**config.mk**
```make
export PLATFORM = sky130hd
export DESIGN_NAME = frm_seq_state
export DESIGN_NICKNAME = d
export VERILOG_FILES = /design/src/rtl/frm_seq_pkg.sv /design/src/rtl/frm_seq_state.sv
export SDC_FILE = /design/constraint.sdc
export NUM_CORES = 1
export LEC_CHECK = 0
export ABC_AREA = 1
export BUFFER_PORTS_ARGS = -buffer_cell sky130_fd_sc_hd__buf_4
export CORE_AREA = 8 8 45 47
export CTS_CLUSTER_DIAMETER = 100
export DETAILED_ROUTE_END_ITERATION = 16
export DIE_AREA = 0 0 53 55
export PLACE_DENSITY_LB_ADDON = 0.05
export SYNTH_ARGS = -nofsm -noshare
export SYNTH_HDL_FRONTEND = slang
export SYNTH_SLANG_ARGS = --single-unit
```
**constraint.sdc**
```tcl
create_clock -name clk -period 0.8 [get_ports clk]
set_input_delay 0.16 -clock clk [delete_from_list [all_inputs] [get_ports clk]]
set_output_delay 0.16 -clock clk [all_outputs]
set_load 0.02 [all_outputs]
```
**src/rtl/frm_seq_pkg.sv**
```systemverilog
package frm_seq_pkg;

  // number of frame marker lines; bit index gives the marker order
  localparam int unsigned MARK_N  = 4;
  localparam int unsigned PHASE_W = 3;

  localparam int unsigned MK_SOF = 0;
  localparam int unsigned MK_EOH = 1;
  localparam int unsigned MK_EOP = 2;
  localparam int unsigned MK_EOF = 3;

  typedef enum logic [PHASE_W-1:0] {
    PH_IDLE  = 3'd0,
    PH_HEAD  = 3'd1,
    PH_BODY  = 3'd2,
    PH_TAIL  = 3'd3,
    PH_FAULT = 3'd4
  } phase_e;

  // classification of one cycle on the link
  typedef struct packed {
    logic              xfer;    // both ready lines low
    logic              plain;   // transfer with no marker
    logic              multi;   // transfer with two or more markers
    logic [MARK_N-1:0] single;  // transfer with exactly one marker (one-hot)
  } mark_cls_t;

  // marker that legally closes the given phase
  function automatic logic [MARK_N-1:0] expect_mark(input phase_e p);
    logic [MARK_N-1:0] m;
    m = '0;
    case (p)
      PH_IDLE: m[MK_SOF] = 1'b1;
      PH_HEAD: m[MK_EOH] = 1'b1;
      PH_BODY: m[MK_EOP] = 1'b1;
      PH_TAIL: m[MK_EOF] = 1'b1;
      default: m = '0;
    endcase
    return m;
  endfunction

  // phase entered after the expected marker
  function automatic phase_e advance(input phase_e p);
    phase_e n;
    case (p)
      PH_IDLE: n = PH_HEAD;
      PH_HEAD: n = PH_BODY;
      PH_BODY: n = PH_TAIL;
      default: n = PH_IDLE;
    endcase
    return n;
  endfunction

endpackage

```
**src/rtl/frm_seq_state.sv**
```systemverilog
module frm_seq_state
  import frm_seq_pkg::*;
(
  input  logic   clk,
  input  logic   srst_n,
  input  phase_e nxt,
  output phase_e cur,
  output logic   err_pulse,
  output logic   err_sticky
);

  logic state_en;
  logic pulse_en;
  logic sticky_en;
  logic entering_fault;

  assign entering_fault = (nxt == PH_FAULT);
  assign state_en       = (nxt != cur);
  assign pulse_en       = entering_fault ^ err_pulse;
  assign sticky_en      = entering_fault & ~err_sticky;

  always_ff @(posedge clk or negedge srst_n) begin
    if (!srst_n) begin
      cur <= PH_IDLE;
    end else if (state_en) begin
      cur <= nxt;
    end
  end

  always_ff @(posedge clk or negedge srst_n) begin
    if (!srst_n) begin
      err_pulse <= 1'b0;
    end else if (pulse_en) begin
      err_pulse <= entering_fault;
    end
  end

  always_ff @(posedge clk or negedge srst_n) begin
    if (!srst_n) begin
      err_sticky <= 1'b0;
    end else if (sticky_en) begin
      err_sticky <= 1'b1;
    end
  end

  AST_FAULT_EXITS: assert property (@(posedge clk) disable iff (!srst_n)
    (cur == PH_FAULT) |=> (cur == PH_IDLE));
  AST_PULSE_TRACKS: assert property (@(posedge clk) disable iff (!srst_n)
    err_pulse == (cur == PH_FAULT));
  AST_STICKY_KEEPS: assert property (@(posedge clk) disable iff (!srst_n)
    err_sticky |=> err_sticky);
  AST_STICKY_COVERS: assert property (@(posedge clk) disable iff (!srst_n)
    err_pulse |-> err_sticky);

endmodule

```
## After elaboration in Yosys (flattened, before gate mapping)

Cells that the tools add are included.

- Register bits after elaboration: 5
- Output and inout port bits: 5
- Logic and storage cells: 8

- Equal/unequal tests: 2
- Bitwise logic cells: 3

Operators with widths:

| kind | number |
|---|---|
| == test 3 bit, second input constant | 1 |
| != test 3 bit | 1 |
| AND 1 bit | 1 |
| inverter 1 bit | 1 |
| bitwise XOR 1 bit | 1 |

## Logic depth before layout (Yosys ltp)

- Depth in word-level cells: 2
- Mapped depth: 3
- Mapped depth without buffers: 3

## Worst setup path after synthesis

Ideal clock, no wire load.

- Path kind: reg-to-reg
- From: register err_sticky
- To: register err_sticky
- Library setup time: 0.118 ns
- Arrival time: 0.544 ns
- Setup slack: 0.138 ns
- Cell stages (with the launch flop): 3
- Buffers on the path: 0
- Clock period less this slack: 0.662 ns
- Path through: dfrtp_1 > inv_1 > nand2_1

- Word-level cells in the longest chain between the ends: 2

Ends and longest elaborated chain:

| item | line | text |
|---|---|---|
| start: declaration | frm_seq_state.sv:9 | `output logic err_sticky` |
| start signal: assignment | frm_seq_state.sv:40 | `err_sticky <= 1'b0;` |
| start signal: assignment | frm_seq_state.sv:42 | `err_sticky <= 1'b1;` |
| inverter 1 bit | frm_seq_state.sv:20 | `assign sticky_en = entering_fault & ~err_sticky;` |
| AND 1 bit | frm_seq_state.sv:20 |  |

Every way passes these cells.
A chain may end at the register's enable or synchronous reset.

## Final worst setup path

- From: register err_sticky
- To: output err_sticky

No word-level cell between the ends.

==> results summary <==
The starting density of the core is 11.2%. The number of instances in the synthesized netlist came out at 13. In this run the number of H-tree levels came out at 1. The net count after synthesis came out at 18. The residual DRC count is 0. The number of antenna diodes in the final layout is 0.

The path with the worst hold slack has its endpoint at cur[2]$_DFFE_PN0P_. The net count of the finished layout is 30. The portion of the post-synthesis area used by sequential elements is 80.6%.

The number of pins with negative max-slew slack in the final report is 0. The critical path is of the reg -> out type. Data on the critical path is required at its endpoint by 0.64 ns. The root buffer cell chosen for the clock tree is sky130_fd_sc_hd__clkbuf_4. The layer flagged by global routing as most heavily used is met3.

Along the worst path, the maximum fanout reaches 2. The peak per-stage delay on the critical path came out at 0.38 ns. Across all register-to-register paths, the minimum setup slack is 0.21 ns. The number of buffer cells added on primary ports is 9. The startpoint type of the worst setup path is a register. In this run, synthesis produced a sequential element count of 5. In the layout the commonest cells are sky130_fd_sc_hd__dfrtp_1, sky130_fd_sc_hd__buf_6, sky130_fd_sc_hd__buf_4.

The die covers 0.00292 mm2. The total power came out at 618 uW. The via count of the first global-routing pass is 123. Clock tree synthesis found a total of 5 sinks. The total iterations of the first detailed-routing run is 2. The core box area came out at 0.00138 mm2. The endpoint identified for the worst register-to-register timing path is err_sticky$_DFFE_PN0P_. The share of post-route cells with drive strength above 1 came out at 50.0%. The y dimension of the die is 55 um. The transition at the pin with the smallest max-transition slack is 0.0882 ns. The clock period minus worst slack came out at 0.908 ns. The run finished, with violations left.

The leakage power figure came out at 0.149 nW. The maximum number of pins on one net before global-route repair came out at 6. The synthesized area per cell is 11.9 um2.

For this block, the initial DRC count from the detailed router was 2. The checks that failed: setup timing. Power spread over the standard cell area amounts to 2160 mW/mm2.

In this design, the largest share of critical-path delay is due to flip-flops. In the global route stage, overall resource usage came out at 3.13%. The depth of the most critical reg-to-reg path came out at 2.

The placement-stage cell area is 231 um2. The number of instances in the placed design is 35. The cell with the largest stage delay on the worst path is sky130_fd_sc_hd__dfrtp_1.

For this design the top-level I/O count stands at 10. The final-report hold violation count came to 0. The total via count in the routed design came out at 113. Global routing consumed, on the met1 layer, 1.99% of the routing resources.

The total non-filler cell area in the finished layout is 287 um2. The post-synthesis instance area came out at 155 um2. The worst hold path begins at nxt[2]. The number of buffers and inverters on the critical path came out at 1.

The synthesized netlist contains 5 unique library cells. The number of failing setup endpoints in the final timing report is 5. After global routing the overflow that remains totals 0.

The source-to-sink clock delay at the later pin of the worst-skew pair is 0.24 ns. Row generation in the floorplan step produced 14 rows. The path category of the worst min-delay check is in -> reg. The warning count from the yosys run is 0.

The final standard cell count with taps included and fillers excluded came out at 40. Counting instances, the worst hold path has a depth of 1. The TritonCTS clock tree is built.

The number of routed nets with antenna violations is 0. The worst-case clock skew is 0 ns. The number of antenna violations at the first check in global routing came out at 0. The max-cap check violation count came out at 0. Setup repair after global routing could not meet its margin everywhere. The horizontal die dimension came out at 53 um. The synthesis-to-layout area growth came out at 84.7%. The routed wire length per instance is 9.25 um. The nature of the critical path endpoint is an output pin. The share of the cycle needed by the critical path after routing is 113%. The launching point of the worst reg2reg path is err_sticky$_DFFE_PN0P_. Traced cell by cell, the critical path runs through buf_6. At the worst endpoint, the arrival time is 0.75 ns.

After clock tree synthesis, the clock-pin slew on the worst setup and hold paths is 0.04 ns. The fmax came out at 1100 MHz. The global-route track usage on met2 is 4.10%. The first global-routing pass estimated 545 um of wire. The routing usage on met3 is 5.35%. The routability congestion estimate came out at 0.606.

The worst pin sits at a relative slew slack of 94.1%. The largest vdd supply drop came out at 0.839 mV. The post-layout worst setup margin came out at -0.108 ns. The post-detailed-route via-to-cell ratio is 2.83. Wires add up to 370 um. In this run, CTS created clock tree buffers numbering 3. The clock passes through at most 2 buffers.
==> worst max-delay path by stage <==
stage                                 startpoint                      to  slack [ns]  cells after the start
after floorplan           err_sticky$_DFFE_PN0P_  err_sticky$_DFFE_PN0P_        0.14                      2
after global placement    err_sticky$_DFFE_PN0P_              err_sticky        0.13                      1
after detailed placement  err_sticky$_DFFE_PN0P_              err_sticky        0.13                      1
after CTS                 err_sticky$_DFFE_PN0P_              err_sticky       -0.13                      1
after global routing      err_sticky$_DFFE_PN0P_              err_sticky       -0.15                      1
final                     err_sticky$_DFFE_PN0P_              err_sticky       -0.11                      1
==> cell type report <==
| type | count | area [um2] |
|---|---|---|
| repair buffers | 10 | 96.3 |
| fillers | 155 | 1100 |
| flip-flops and latches | 5 | 125 |
| multi-input cells | 3 | 11.3 |
| inverters | 2 | 7.51 |
| well taps | 16 | 20.0 |
| clock buffers | 4 | 26.3 |
==> synthesized netlist by cell type <==
cell | n | area [um2]
sky130_fd_sc_hd__inv_1 | 2 | 7.51
sky130_fd_sc_hd__nor2_1 | 1 | 3.75
sky130_fd_sc_hd__dfrtp_1 | 5 | 125
sky130_fd_sc_hd__clkbuf_1 | 3 | 11.3
sky130_fd_sc_hd__nand2_1 | 2 | 7.51
==> repair_timing <==
item                                    in CTS  in global routing
resized for setup                            5                  0
endpoints found under the setup margin       5                  5
endpoints found under the hold margin        5                  0
hold buffers                                 1                  0
buffers inserted                             0                  0
==> routing by layer <==
layer  wire, um  up-vias
met5          0        -
met4          0        0
met3         67        0
met2        178        7
met1        124       51
li1           -       55
==> state kept, by name, indices dropped and copies added (netlist names) <==
register,cells
err_sticky,1
err_pulse,1
cur,3
==> kinds of logic (layout without fill, tap and decap cells) <==
logic type	after synthesis	after routing	synth area share, %
DFF	5	5	80.6
buffers and inverters	5	16	12.1
and+or+nand+nor	3	3	7.26
==> report_power, final <==
part / switching [mW] / internal [mW]
clock network: 0.0998 / 0.188
logic: 0.0276 / 0.0348
registers: 0.00413 / 0.264
total: 0.132 / 0.487
==> per-stage QoR <==
stage | hold slack, ns | worst slack [ns] | util, % | setup TNS [ns]
6_report | 0.0369 | -0.108 | 20.7 | -0.475
5_1_grt | 0.0217 | -0.151 | 20.7 | -0.629
4_1_cts | 0.0284 | -0.126 | 20.7 | -0.550
3_5_place_dp | -0.0333 | 0.129 | 16.7 | 0
3_3_place_gp | -0.0335 | 0.132 | 16.7 | 0
2_1_floorplan | -0.136 | 0.138 | - | 0
No activity file was read; power rests on OpenSTA's default activity.
